### src/rtl/flash_dispatch_pkg.sv
package flash_dispatch_pkg;
  // strobes from control to datapath
  typedef struct packed {
    logic load;   // latch a new request
    logic issue;  // dispatch one page to the current unit
  } dispStrobe_t;
endpackage

### src/rtl/flash_dispatch_dp.sv
module flash_dispatch_dp
  import flash_dispatch_pkg::*;
#(
  parameter int RHO   = 4,
  parameter int DLY_W = 20,
  parameter int CNT_W = 16,
  localparam int UNIT_W = (RHO > 1) ? $clog2(RHO) : 1,
  localparam int PAGE_W = DLY_W + 2
) (
  input  logic              clk,
  input  logic              rst_n,
  input  dispStrobe_t       strobe,
  input  logic              opWrite,
  input  logic [CNT_W-1:0]  pageCount,
  input  logic [DLY_W-1:0]  wrChanDly,
  input  logic [DLY_W-1:0]  wrRegDly,
  input  logic [DLY_W-1:0]  wrCellDly,
  input  logic [DLY_W-1:0]  rdChanDly,
  input  logic [DLY_W-1:0]  rdRegDly,
  input  logic [DLY_W-1:0]  rdCellDly,
  output logic [RHO-1:0]    unitBusy,
  output logic [UNIT_W-1:0] unitPtr,
  output logic              issueReady,
  output logic              noPagesLeft,
  output logic              allIdle
);

  logic [DLY_W-1:0]  chEff, gapCnt;
  logic [PAGE_W-1:0] pageTime;
  logic [CNT_W-1:0]  remain;
  logic [PAGE_W-1:0] cntView [RHO];

  logic [DLY_W-1:0]  chRaw, chSel, regSel, cellSel;
  logic [PAGE_W-1:0] ptSel;
  logic              lastUnit;

  always_comb begin
    chRaw   = opWrite ? wrChanDly : rdChanDly;
    regSel  = opWrite ? wrRegDly  : rdRegDly;
    cellSel = opWrite ? wrCellDly : rdCellDly;
    chSel   = (chRaw == '0) ? DLY_W'(1) : chRaw;
    ptSel   = PAGE_W'(chSel) + PAGE_W'(regSel) + PAGE_W'(cellSel);
  end

  assign lastUnit = (unitPtr == UNIT_W'(RHO - 1));

  always_ff @(posedge clk or negedge rst_n) begin
    if (!rst_n) begin
      chEff    <= '0;
      pageTime <= '0;
      gapCnt   <= '0;
      remain   <= '0;
      unitPtr  <= '0;
    end else if (strobe.load) begin
      chEff    <= chSel;
      pageTime <= ptSel;
      gapCnt   <= '0;
      remain   <= pageCount;
      unitPtr  <= '0;
    end else if (strobe.issue) begin
      gapCnt   <= chEff;
      remain   <= remain - 1'b1;
      unitPtr  <= lastUnit ? '0 : unitPtr + 1'b1;
    end else if (gapCnt != '0) begin
      gapCnt   <= gapCnt - 1'b1;
    end
  end

  // one page-time counter per flash unit
  for (genvar u = 0; u < RHO; u++) begin : g_unit
    logic [PAGE_W-1:0] cnt;
    always_ff @(posedge clk or negedge rst_n) begin
      if (!rst_n)
        cnt <= '0;
      else if (strobe.issue && unitPtr == UNIT_W'(u))
        cnt <= pageTime;
      else if (cnt != '0)
        cnt <= cnt - 1'b1;
    end
    assign cntView[u]  = cnt;
    assign unitBusy[u] = (cnt != '0);
  end

  // counter at 1 means the page finishes this cycle; the next may follow
  assign issueReady  = (gapCnt <= DLY_W'(1)) && (cntView[unitPtr] <= PAGE_W'(1));
  assign noPagesLeft = (remain == '0);
  assign allIdle     = ~|unitBusy;

  // the unit just issued to reads busy in the following cycle
  assert_busy_after_issue_R6 : assert property (@(posedge clk) disable iff (!rst_n)
    strobe.issue |=> unitBusy[$past(unitPtr)]);

  // with a channel time above one cycle, issues never come back to back
  assert_issue_spacing_R4 : assert property (@(posedge clk) disable iff (!rst_n)
    (strobe.issue && chEff > DLY_W'(1)) |=> !strobe.issue);

endmodule

### src/rtl/flash_dispatch_ctl.sv
module flash_dispatch_ctl
  import flash_dispatch_pkg::*;
(
  input  logic        clk,
  input  logic        rst_n,
  input  logic        start,
  input  logic        issueReady,
  input  logic        noPagesLeft,
  input  logic        allIdle,
  output dispStrobe_t strobe,
  output logic        done
);

  typedef enum logic {ST_IDLE, ST_RUN} ctlState_t;
  ctlState_t state;

  always_comb begin
    strobe.load  = (state == ST_IDLE) && start;
    strobe.issue = (state == ST_RUN) && !noPagesLeft && issueReady;
    done         = (state == ST_RUN) && noPagesLeft && allIdle;
  end

  always_ff @(posedge clk or negedge rst_n) begin
    if (!rst_n)
      state <= ST_IDLE;
    else if (strobe.load)
      state <= ST_RUN;
    else if (done)
      state <= ST_IDLE;
  end

  // a request is only taken while every unit is idle
  assert_load_when_idle_R9 : assert property (@(posedge clk) disable iff (!rst_n)
    strobe.load |-> allIdle);

endmodule

### src/rtl/flash_page_dispatch.sv
module flash_page_dispatch
  import flash_dispatch_pkg::*;
#(
  parameter int RHO   = 4,
  parameter int DLY_W = 20,
  parameter int CNT_W = 16,
  localparam int UNIT_W = (RHO > 1) ? $clog2(RHO) : 1
) (
  input  logic              clk,
  input  logic              rst_n,
  input  logic              start,
  input  logic              opWrite,
  input  logic [CNT_W-1:0]  pageCount,
  input  logic [DLY_W-1:0]  wrChanDly,
  input  logic [DLY_W-1:0]  wrRegDly,
  input  logic [DLY_W-1:0]  wrCellDly,
  input  logic [DLY_W-1:0]  rdChanDly,
  input  logic [DLY_W-1:0]  rdRegDly,
  input  logic [DLY_W-1:0]  rdCellDly,
  output logic [RHO-1:0]    unitBusy,
  output logic              issueValid,
  output logic [UNIT_W-1:0] issueUnit,
  output logic              done
);

  dispStrobe_t strobe;
  logic        issueReady, noPagesLeft, allIdle;

  flash_dispatch_ctl u_ctl (
    .clk(clk), .rst_n(rst_n), .start(start),
    .issueReady(issueReady), .noPagesLeft(noPagesLeft), .allIdle(allIdle),
    .strobe(strobe), .done(done)
  );

  flash_dispatch_dp #(.RHO(RHO), .DLY_W(DLY_W), .CNT_W(CNT_W)) u_dp (
    .clk(clk), .rst_n(rst_n), .strobe(strobe),
    .opWrite(opWrite), .pageCount(pageCount),
    .wrChanDly(wrChanDly), .wrRegDly(wrRegDly), .wrCellDly(wrCellDly),
    .rdChanDly(rdChanDly), .rdRegDly(rdRegDly), .rdCellDly(rdCellDly),
    .unitBusy(unitBusy), .unitPtr(issueUnit),
    .issueReady(issueReady), .noPagesLeft(noPagesLeft), .allIdle(allIdle)
  );

  assign issueValid = strobe.issue;

  // completion finds every unit idle
  assert_done_all_idle_R7 : assert property (@(posedge clk) disable iff (!rst_n)
    done |-> (unitBusy == '0));

  // completion lasts exactly one cycle
  assert_done_pulse_R7 : assert property (@(posedge clk) disable iff (!rst_n)
    done |=> !done);

endmodule

### config.mk
export PLATFORM = sky130hd
export DESIGN_NAME = flash_page_dispatch
export DESIGN_NICKNAME = d
export VERILOG_FILES = /design/src/rtl/flash_dispatch_pkg.sv /design/src/rtl/flash_dispatch_dp.sv /design/src/rtl/flash_dispatch_ctl.sv /design/src/rtl/flash_page_dispatch.sv
export SDC_FILE = /design/constraint.sdc
export NUM_CORES = 1
export LEC_CHECK = 0
export BUFFER_PORTS_ARGS = -buffer_cell sky130_fd_sc_hd__buf_2
export CORE_MARGIN = 4
export CORE_UTILIZATION = 45
export CTS_BUF_LIST = sky130_fd_sc_hd__clkbuf_2 sky130_fd_sc_hd__clkbuf_4 sky130_fd_sc_hd__clkbuf_8
export CTS_CLUSTER_DIAMETER = 30
export DETAILED_ROUTE_END_ITERATION = 8
export SLEW_MARGIN = 0
export SYNTH_ARGS = -nofsm -noshare
export SYNTH_HDL_FRONTEND = slang
export SYNTH_SLANG_ARGS = --single-unit
### constraint.sdc
create_clock -name clk -period 4.05 [get_ports clk]
set_clock_uncertainty 0.05 [all_clocks]
set_input_delay 0.405 -clock clk [delete_from_list [all_inputs] [get_ports clk]]
set_output_delay 0.405 -clock clk [all_outputs]
set_load 0.05 [all_outputs]
==> summary.txt, run 1 <==
Outcome
  – Status: finished, violations left
  – Failing checks: hold timing, setup timing

Worst setup path
  – Critical path fanouts, max: 5
  – Crit-path cells: buf_12 -> buf_16 -> mux2i_4 -> nand4_1 -> or3_4 -> o31ai_4 -> ha_2 -> fa_2 -> a21o_1 -> nand3_2 -> a21oi_2 -> o21ai_1 -> nand2b_1 -> a21o_1 -> a21oi_2 -> xnor2_1 -> ha_1 -> a21o_1 -> a21o_1 -> a21oi_2 -> a211oi_2 -> o41ai_2 -> nor3b_2 -> a211oi_1
  – WS Path Type: in -> reg
  – Crit end category: register
  – Worst path top cell family by delay: compound AO/OA/AOI/OAI gates
  – Critical path arrival: around 4.5 ns
  – Critical R2R Launch: u_dp.g_unit[2].cnt[19]$_DFFE_PN0P_
  – Crit-path slowest cell: or3_4
  – Crit path depth: 24
  – Worst EP required: between 4 and 5 ns
  – CP max stage delay: around 0.42 ns
  – Crit path top cell by count: a21o_1
  – Crit path from: opWrite
  – Worst R2R Path Depth: 9
  – Worst setup SP type: primary input
  – WP buf/inv: 2

Die
  – Initial core utilization: 0.462
  – Die height: 167 um
  – Rows: 57
  – Die X: 167 um
  – IO Count: approximately 150
  – Die ar.: around 28,000 sq um
  – Core area: roughly 25,000 sq um

Detailed routing
  – Vias: between 10,000 and 15,000
  – Antenna-violating nets left: 0
  – DRC: 0
  – Wire length per cell: between 15 and 20 um
  – Vias/cell: ~5.5
  – Pre-antenna DRT Iters: 6
  – Initial DRC count: approximately 740
  – Total routed wirelength: 33,100 um

Clocking
  – Clock Root Buffer: clkbuf_8
  – Htree depth: 4
  – CTS Buffer Depth: 2
  – CTS Sinks: ~170
  – Worst-Skew Late Latency: between 0.4 and 0.5 ns
  – CTS Buf Count: 17
  – Clk slew on worst S/H paths: 0.10 ns
  – CTS tree: built

Finish
  – Antenna diode count: 0
  – Fillcell total: about 2,300
  – Area of the multi-input gates: slightly above 7000 sq um
  – Nets: 1,763
  – Layout cells sized above 1: 0.274
  – Non-Filler Instances: about 1,900
  – Fin area: approximately 14,000 sq um
  – Register area: roughly 4200 sq um
  – Layout Utilization: 0.577
  – Synth-to-layout area growth: 24.8%

Synth
  – Sequential area share after synthesis: 0.372
  – Syn Area/Cell: around 8.7 sq um
  – EDFF count, synth: 0
  – Unique masters post-synth: 64
  – Syn_nets: approximately 1,500
  – Top cells by area, synth: dfrtp_1 37%, xnor2_1 5.9%, ha_1 5.7%
  – Synth area leader: dfrtp_1
  – Yosys warning total: 0
  – Post-synth ARST share: 1.00
  – Most instantiated cells after synthesis: 169 x dfrtp_1, 152 x nand2_1, 132 x nor2_1, 78 x a21oi_1, 77 x xnor2_1
  – Flops & latches, synth: roughly 170
  – Top FF cell, synth: dfrtp_1
  – Post-synth top area share: 0.372
  – Area of the mapped netlist: ~11,000 sq um
  – Count leader, synth: dfrtp_1
  – Synth Instances: roughly 1,300

GRT
  – Initial antenna violation count: 0
  – Met1 global-route usage: 0.337
  – Met2 Usage GRT: 0.382
  – Global-route usage over all layers: 0.237
  – Number of global-route vias before repair: between 10,000 and 15,000
  – Met3 Track Usage GR: 0.0318
  – First-pass GRT wire length: 54,000 um
  – Largest net degree at the start of global routing: 96
  – Gr busiest metal: met2
  – GR Overflow Total: 0

Worst hold path
  – HP Class: in -> async

STA
  – Final Max Tran Viols: 0
  – Slew @ Worst Pin: between 0.9 and 1 ns
  – Rel. slew slack: 0.394
  – Final setup violation count: 9
  – Final hold viol count: 10
  – RSZ-0062 raised after global routing: yes
  – Maximum operating frequency: about 230 MHz
  – Post-layout min period: 4.28 ns
  – Setup TNS Final: -1.27 ns
  – Final worst slack: -0.229 ns
  – Min Hold Slack: -0.0286 ns
  – Final worst-path cycle share: 1.06

Place
  – Placed Cells: ~1,800
  – Placed cell area: 13,400 sq um
  – Gpl congestion: 0.871
  – HPWL after DPL: roughly 25,000 um
  – Port-buffer cells: about 150
  – Dpl ws: -0.830 ns

Job
  – MaxCap Viol Count: 0

Power
  – Sequential Power Share: 0.427
  – Pwr/cell area: between 500 and 600 nW/um^2
  – VDD IR-drop max: around 260 uV
  – Combinational power share: 0.411
  – Psw: just over 3 mW
  – Clock power frac: 0.161
  – Pint: approximately 4.4 mW
  – Switching Share: 0.410
  – LEAKAGE: 6.45 nW
  – Tot Pwr: between 7 and 8 mW
==> power by group through the flow <==
stage	logic [mW]	clock network [mW]	registers [mW]
2_1_floorplan	2.08	0	2.85
3_3_place_gp	2.85	0	3.16
3_5_place_dp	2.91	0	3.17
4_1_cts	3.03	1.22	3.14
5_1_grt	3.43	1.30	3.25
6_report	3.05	1.20	3.17
==> layout by cell type (no fill, tap or decap), drive strengths merged, types with 17 or more instances in the layout <==
cell / n
a211oi: 28
a21o: 19
a21oi: 78
buf: 294
clkbuf: 18
dfrtp: 169
ha: 52
inv: 50
mux2: 42
mux2i: 25
nand2: 154
nand3: 55
nor2: 132
nor3: 56
nor4: 28
o21ai: 80
o31ai: 35
or3: 17
xnor2: 77
xor2: 51
==> logic make-up after synthesis <==
| group | after synthesis | share of synthesized area |
|---|---|---|
| multiplexers | 68 | 0.0655 |
| adder cells (fa/ha/maj) | 54 | 0.0607 |
| XOR/XNOR | 128 | 0.0985 |
| flip-flops | 169 | 0.372 |
| AND/OR/NAND/NOR | 517 | 0.219 |
| AO/OA/AOI/OAI | 276 | 0.149 |
| buffers and inverters | 100 | 0.0361 |
==> path summary, 6_finish.rpt <==
check	endpoint	slack, ns
max	u_dp.pageTime[21]$_DFFE_PN0P_	-0.23
min	u_dp.remain[4]$_DFFE_PN0P_	-0.03
max reg2reg	u_dp.remain[10]$_DFFE_PN0P_	0.62
min reg2reg	u_dp.chEff[3]$_DFFE_PN0P_	0.45
max in group asynchronous	u_dp.pageTime[7]$_DFFE_PN0P_	3.01
min in group clk	u_dp.remain[7]$_DFFE_PN0P_	0.08
==> routing by layer <==
layer | share of wire | wire (um)
met3 | 0.047 | 1560
met1 | 0.47 | 15600
met4 | 0.026 | 861
met2 | 0.46 | 15100
met5 | 0 | 0
==> registers in the layout, summed over array words and instances, names as in the netlist <==
name	flops
u_dp.g_unit.cnt	88
u_dp.chEff	20
u_dp.pageTime	22
u_dp.gapCnt	20
u_ctl.state	1
u_dp.remain	16
u_dp.unitPtr	2
==> timing repair <==
item,in CTS,in global routing
endpoints found under the setup margin,11,13
gates resized for setup,29,16
setup buffers,21,3
hold buffers,0,0
pin swaps,32,21
gates cloned,2,0
==> worst register-to-register path, delay by kind of cell (launching register included) <==
| family | cells | cell delay, ns |
|---|---|---|
| AO/OA/AOI/OAI | 2 | 0.34 |
| flip-flops | 1 | 0.41 |
| buffers and inverters | 1 | 0.28 |
| AND/OR/NAND/NOR | 6 | 2.29 |
==> area by class of cell <==
cell class / instances / area share
multi-input combinational: 1043 / 0.496
timing repair buffer: 296 / 0.139
clock buffer: 17 / 0.0165
inverter: 42 / 0.0111
tap: 324 / 0.0286
sequential: 169 / 0.298
clock inverter: 15 / 0.0112
(Power assumes the default switching activity.)
==> run 2: changes to the inputs <==
--- a/config.mk
+++ b/config.mk
@@ -11,6 +11,7 @@
 export CTS_BUF_LIST = sky130_fd_sc_hd__clkbuf_2 sky130_fd_sc_hd__clkbuf_4 sky130_fd_sc_hd__clkbuf_8
 export CTS_CLUSTER_DIAMETER = 30
 export DETAILED_ROUTE_END_ITERATION = 8
+export SKIP_CTS_REPAIR_TIMING = 1
 export SLEW_MARGIN = 0
 export SYNTH_ARGS = -nofsm -noshare
 export SYNTH_HDL_FRONTEND = slang
==> summary.txt, run 2 (synthesis gave the netlist of run 1 again) <==
GRT
  – Initial antenna violation count: 0 (unchanged)
  – First-pass GRT wire length: 53,100 um (-1.8%)
  – Gr busiest metal: met2
  – Met3 Track Usage GR: 0.0311 (-0.000711)
  – Global-route usage over all layers: 0.233 (-0.00417)
  – Met1 global-route usage: 0.334 (-0.00277)
  – Largest net degree at the start of global routing: 96 (unchanged)
  – GR Overflow Total: 0 (unchanged)
  – Met2 Usage GRT: 0.371 (-0.0109)
  – Number of global-route vias before repair: 10,200 (-1.9%)

Worst setup path
  – Critical path fanouts, max: 6 (+1)
  – Crit end category: register
  – WS Path Type: in -> reg
  – WP buf/inv: 3 (+1)
  – Crit path to: u_dp.pageTime[21]$_DFFE_PN0P_
  – Worst setup SP type: primary input
  – Crit path from: opWrite
  – Worst R2R Path Depth: 9 (unchanged)
  – Worst path top cell family by delay: compound AO/OA/AOI/OAI gates
  – Crit path top cell by count: a21o_1
  – Critical R2R Launch: u_dp.g_unit[2].cnt[19]$_DFFE_PN0P_
  – Critical path arrival: 4.67 ns (+0.13 ns)
  – Flop2flop setup slack: 0.65 ns (+0.03 ns)
  – Crit path depth: 25 (+4.2%)
  – Reg-to-Reg End: u_dp.remain[10]$_DFFE_PN0P_
  – CP max stage delay: 0.38 ns (-0.04 ns)
  – Crit-path slowest cell: o41ai_2
  – Worst EP required: 4.31 ns (about the same)

STA
  – Slew @ Worst Pin: 0.903 ns (-0.00513 ns)
  – RSZ-0062 raised after global routing: yes
  – Final worst slack: -0.360 ns (-0.131 ns)
  – Final worst-path cycle share: 1.09 (+0.0323)
  – Final setup violation count: 10 (+1)
  – Maximum operating frequency: 227 MHz (-3.0%)
  – Post-layout min period: 4.41 ns (+0.131 ns)
  – Rel. slew slack: 0.398 (+0.00342)
  – Final hold viol count: 7 (-3)
  – Final Max Tran Viols: 0 (unchanged)
  – Min Hold Slack: -0.0238 ns (+0.00485 ns)

Clocking
  – Clk slew on worst S/H paths: 0.10 ns (about the same)
  – Worst-Skew Late Latency: 0.47 ns (about the same)
  – CTS Buf Count: 17 (unchanged)
  – CTS tree: built
  – Clock Root Buffer: clkbuf_8
  – CTS Sinks: 169 (unchanged)
  – CTS Buffer Depth: 2 (unchanged)
  – Htree depth: 4 (unchanged)

Outcome
  – Status: finished, violations left
  – Failing checks: hold timing, setup timing

Detailed routing
  – Vias: 10,400 (-0.17%)
  – Wire length per cell: 17.3 um (-0.21%)
  – Vias/cell: 5.48 (+0.41%)
  – Pre-antenna DRT Iters: 7 (+1)
  – Antenna-violating nets left: 0 (unchanged)
  – Initial DRC count: 714 (-4.0%)
  – DRC: 0 (unchanged)
  – Total routed wirelength: 32,800 um (-0.78%)

Die
  – Die X: 167 um (unchanged)
  – Initial core utilization: 0.462 (unchanged)
  – IO Count: 148 (unchanged)
  – Core area: 24,600 sq um (unchanged)
  – Rows: 57 (unchanged)
  – Die ar.: 27,900 sq um (unchanged)
  – Die height: 167 um (unchanged)

Place
  – Placed cell area: 13,400 sq um (unchanged)
  – HPWL after DPL: 24,700 um (unchanged)
  – Port-buffer cells: 147 (unchanged)
  – Gpl congestion: 0.871 (unchanged)
  – Dpl ws: -0.830 ns (unchanged)

Finish
  – Area of the multi-input gates: 7110 sq um (+0.94%)
  – Biggest regs: u_dp.g_unit.cnt x88, u_dp.pageTime x22
  – Fillcell total: 2,273 (-0.044%)
  – Register area: 4230 sq um (unchanged)
  – Synth-to-layout area growth: 24.7% (about the same)
  – Largest reg by FF count: u_dp.g_unit.cnt
  – Antenna diode count: 0 (unchanged)
  – Fin area: 14,200 sq um (about the same)
  – Nets: 1,752 (-0.62%)
  – Most frequent cells in the layout: 169 x dfrtp_1, 152 x nand2_1, 144 x buf_2, 131 x nor2_1, 129 x buf_4
  – Commonest non-fill, non-tap cell in the layout: dfrtp_1
  – Max FFs per register: 88 (unchanged)
  – Layout cells sized above 1: 0.276 (+0.00128)

Power
  – Pwr/cell area: 522 nW/um^2 (about the same)
  – LEAKAGE: 6.41 nW (-0.74%)
  – VDD IR-drop max: 263 uV (-0.70%)

Job
  – MaxCap Viol Count: 0 (unchanged)

Worst hold path
  – HP Class: in -> async
[run 2: cell count changes in the layout (fill, tap and decap cells not counted), sizes merged]
| cell | delta |
|---|---|
| bufbuf | -1 |
| clkbuf | +1 |
| buf | -11 |
[run 2: through the flow]
step	utilization	setup TNS [ns]	cells	power, mW
after floorplan	-	-2.95	1312	4.93
after global placement	0.543	-7.16	1849	6.01
after detailed placement	0.543	-8.65	1849	6.08
after CTS	0.559	-2.43	1881	7.29
after global routing	0.577	-3.90	1895	7.98
final	0.577	-1.91	1895	7.41
[run 2: final cells by class]
| class | instances | area share |
|---|---|---|
| multi-input cells | 1043 | 0.501 |
| flip-flops and latches | 169 | 0.298 |
| repair buffers | 285 | 0.133 |
| well taps | 324 | 0.0286 |
| clock buffers | 17 | 0.0165 |
| clock inverters | 15 | 0.0112 |
| inverters | 42 | 0.0111 |
[run 2: worst reg2reg max path, cell delays in order, from the launching register on]
cell      delay [ns]
dfrtp_1         0.41
or3_1           0.43
or4_1           0.44
nor2_1          0.24
a211oi_1        0.17
nor4_2          0.70
buf_4           0.28
nand3_1         0.12
or3_1           0.33
a31oi_1         0.17
[run 2: how the worst min path moves through the flow]
stage | from | endpoint | cells after the start
6_report | rst_n | u_dp.remain[4]$_DFFE_PN0P_ | 1
5_1_grt | rst_n | u_dp.remain[11]$_DFFE_PN0P_ | 1
4_1_cts | rst_n | u_dp.remain[4]$_DFFE_PN0P_ | 1
3_5_place_dp | u_dp.chEff[10]$_DFFE_PN0P_ | u_dp.chEff[10]$_DFFE_PN0P_ | 2
3_3_place_gp | u_dp.chEff[3]$_DFFE_PN0P_ | u_dp.chEff[3]$_DFFE_PN0P_ | 2
2_1_floorplan | rst_n | u_ctl.state$_DFFE_PN0P_ | 0
[run 2: where the power goes]
group | switching, mW | internal, mW | leakage [nW] | total (mW)
Combinational | 1.44 | 1.60 | 4.11 | 3.05
Sequential | 0.870 | 2.30 | 2.09 | 3.17
Clock | 0.726 | 0.466 | 0.199 | 1.19
Total | 3.04 | 4.37 | 6.41 | 7.41
[run 2: per-layer routing]
| metal | wire (um) | vias up | part of all wire |
|---|---|---|---|
| met5 | 0 | - | 0 |
| met4 | 883 | 0 | 0.027 |
| met3 | 1490 | 56 | 0.045 |
| met2 | 15000 | 263 | 0.46 |
| met1 | 15500 | 4913 | 0.47 |
| li1 | - | 5151 | - |
==> run 3: changes to the inputs <==
==> constraint.sdc (replaced) <==
create_clock -name clk -period 4.05 [get_ports clk]
set_clock_uncertainty 0.05 [all_clocks]
set_input_delay 0.2025 -clock clk [delete_from_list [all_inputs] [get_ports clk]]
set_output_delay 0.2025 -clock clk [all_outputs]
set_load 0.05 [all_outputs]
==> summary.txt, run 3 (synthesis gave the netlist of run 1 again) <==
Outcome
  – Status: finished, violations left
  – Failing checks: setup timing

Finish
  – Largest reg by FF count: u_dp.g_unit.cnt
  – Layout cells sized above 1: 0.261 (-0.0150)
  – Fillcell total: 2,328 (+2.4%)
  – Antenna diode count: 0 (unchanged)
  – Area of the multi-input gates: 7020 sq um (-1.3%)
  – Most frequent cells in the layout: 169 x dfrtp_1, 151 x nand2_1, 145 x buf_2, 131 x nor2_1, 126 x buf_4
  – Register area: 4230 sq um (unchanged)
  – Max FFs per register: 88 (unchanged)
  – Fin area: 14,200 sq um (-0.12%)
  – Biggest regs: u_dp.g_unit.cnt x88, u_dp.pageTime x22
  – Nets: 1,762 (+0.57%)
  – Commonest non-fill, non-tap cell in the layout: dfrtp_1
  – Synth-to-layout area growth: 24.5%

Power
  – VDD IR-drop max: 238 uV (-9.4%)
  – Pwr/cell area: 521 nW/um^2 (-0.20%)
  – LEAKAGE: 6.40 nW (about the same)

Clocking
  – CTS Buf Count: 17 (unchanged)
  – Clock Root Buffer: clkbuf_8
  – Clk slew on worst S/H paths: 0.11 ns (about the same)
  – CTS Buffer Depth: 2 (unchanged)
  – CTS tree: built
  – CTS Sinks: 169 (unchanged)
  – Worst-Skew Late Latency: 0.46 ns (about the same)
  – Htree depth: 4 (unchanged)

STA
  – RSZ-0062 raised after global routing: yes
  – Post-layout min period: 4.33 ns (-0.0836 ns)
  – Slew @ Worst Pin: 0.975 ns (+0.0719 ns)
  – Min Hold Slack: 0.142 ns (+0.166 ns)
  – Rel. slew slack: 0.350 (-0.0479)
  – Final hold viol count: 0 (-7)
  – Final setup violation count: 5 (-5)
  – Final worst slack: -0.276 ns (+0.0836 ns)
  – Final worst-path cycle share: 1.07 (-0.0206)
  – Final Max Tran Viols: 0 (unchanged)
  – Maximum operating frequency: 231 MHz (+1.9%)

Worst setup path
  – Crit end category: register
  – Critical path fanouts, max: 7 (+1)
  – Crit-path slowest cell: or3_4
  – WP buf/inv: 2 (-1)
  – WS Path Type: in -> reg
  – Flop2flop setup slack: 0.69 ns (+0.04 ns)
  – Crit-path cells: buf_8 -> clkbuf_16 -> mux2i_4 -> nand4_1 -> or3_4 -> o31ai_4 -> ha_2 -> fa_2 -> a21o_1 -> nand3_2 -> a211o_1 -> nand2_2 -> o21ai_1 -> nand2b_1 -> a21oi_2 -> xnor2_1 -> ha_1 -> and3_4 -> and4_1 -> a21oi_2 -> a311oi_2 -> a31oi_1 -> xnor2_1 -> o21ai_1
  – Critical path arrival: 4.57 ns (-0.10 ns)
  – Worst EP required: 4.29 ns (-0.02 ns)
  – Reg-to-Reg End: u_dp.g_unit[2].cnt[18]$_DFFE_PN0P_
  – Crit path to: u_dp.pageTime[20]$_DFFE_PN0P_
  – Worst R2R Path Depth: 9 (unchanged)
  – Crit path from: opWrite
  – Critical R2R Launch: u_dp.gapCnt[15]$_DFFE_PN0P_
  – Worst setup SP type: primary input
  – Worst path top cell family by delay: compound AO/OA/AOI/OAI gates
  – CP max stage delay: 0.43 ns (+0.05 ns)
  – Crit path depth: 24 (-4.0%)

Die
  – Die ar.: 27,900 sq um (unchanged)
  – Die height: 167 um (unchanged)
  – IO Count: 148 (unchanged)
  – Initial core utilization: 0.462 (unchanged)
  – Core area: 24,600 sq um (unchanged)
  – Die X: 167 um (unchanged)
  – Rows: 57 (unchanged)

GRT
  – First-pass GRT wire length: 52,500 um (-1.0%)
  – Largest net degree at the start of global routing: 72 (-25%)
  – Initial antenna violation count: 0 (unchanged)
  – GR Overflow Total: 0 (unchanged)
  – Number of global-route vias before repair: 10,200 (-0.64%)
  – Global-route usage over all layers: 0.230 (-0.00277)

Detailed routing
  – Vias/cell: 5.55 (+1.3%)
  – Antenna-violating nets left: 0 (unchanged)
  – Initial DRC count: 844 (+18%)
  – Wire length per cell: 17.3 um (-0.17%)
  – DRC: 0 (unchanged)
  – Vias: 10,600 (+1.8%)
  – Total routed wirelength: 32,900 um (+0.35%)
  – Pre-antenna DRT Iters: 5 (-2)

Place
  – Dpl ws: -0.684 ns (+0.147 ns)
  – HPWL after DPL: 24,700 um (-0.10%)
  – Placed cell area: 13,300 sq um (-0.33%)
  – Gpl congestion: 0.896 (+2.9%)
  – Port-buffer cells: 147 (unchanged)

Worst hold path
  – HP Class: in -> reg

Job
  – MaxCap Viol Count: 0 (unchanged)
-- run 3: worst min path at each step --
stage / startpoint / cells past startpoint / slack [ns] / to
global placement: rst_n / 1 / 0.16 / u_dp.remain[3]$_DFFE_PN0P_
detailed placement: rst_n / 1 / 0.16 / u_dp.remain[5]$_DFFE_PN0P_
finish: wrChanDly[6] / 4 / 0.14 / u_dp.chEff[6]$_DFFE_PN0P_
global route: rdChanDly[14] / 4 / 0.13 / u_dp.chEff[14]$_DFFE_PN0P_
CTS: rst_n / 1 / -0.35 / u_dp.remain[3]$_DFFE_PN0P_
floorplan: rst_n / 0 / -0.14 / u_ctl.state$_DFFE_PN0P_
-- run 3: metrics by stage --
step	cells	setup TNS (ns)	util	power [mW]
floorplan	1312	-1.20	-	4.92
global placement	1846	-4.75	0.541	5.98
detailed placement	1846	-6.15	0.541	6.05
CTS	1878	-0.934	0.558	7.32
global route	1905	-2.28	0.576	7.95
finish	1905	-0.773	0.576	7.38
-- run 3: area by class of cell --
class | instances | share of cell area
Multi-Input combinational cell | 1043 | 0.495
Sequential cell | 169 | 0.299
Timing Repair Buffer | 295 | 0.138
Tap cell | 324 | 0.0286
Clock buffer | 17 | 0.0165
Clock inverter | 15 | 0.0121
Inverter | 42 | 0.0111
-- run 3: per-layer routing --
layer	global-route usage	vias to the layer above	wire length, um	part of all wire
met4	0.0637	0	791	0.024
met1	0.323	5040	15000	0.46
met2	0.373	312	15300	0.46
li1	-	5173	-	-
met3	0.0353	46	1840	0.056
met5	0	-	0	0
-- run 3: power by group --
group	total [mW]	internal, mW	switching (mW)	leakage [nW]
clock	1.24	0.525	0.715	0.210
combinational	3.00	1.57	1.43	4.10
sequential	3.15	2.30	0.848	2.09
total	7.38	4.39	2.99	6.40
-- run 3: worst register-to-register path, stage by stage, from the launching register on --
cell and delay [ns]:
dfrtp_1 0.41, or4_4 0.56, or4_4 0.45, a311oi_1 0.39, o2111ai_1 0.28, nor2_2 0.28, buf_4 0.37, nand2_1 0.22
nor2_1 0.18, a21oi_1 0.06
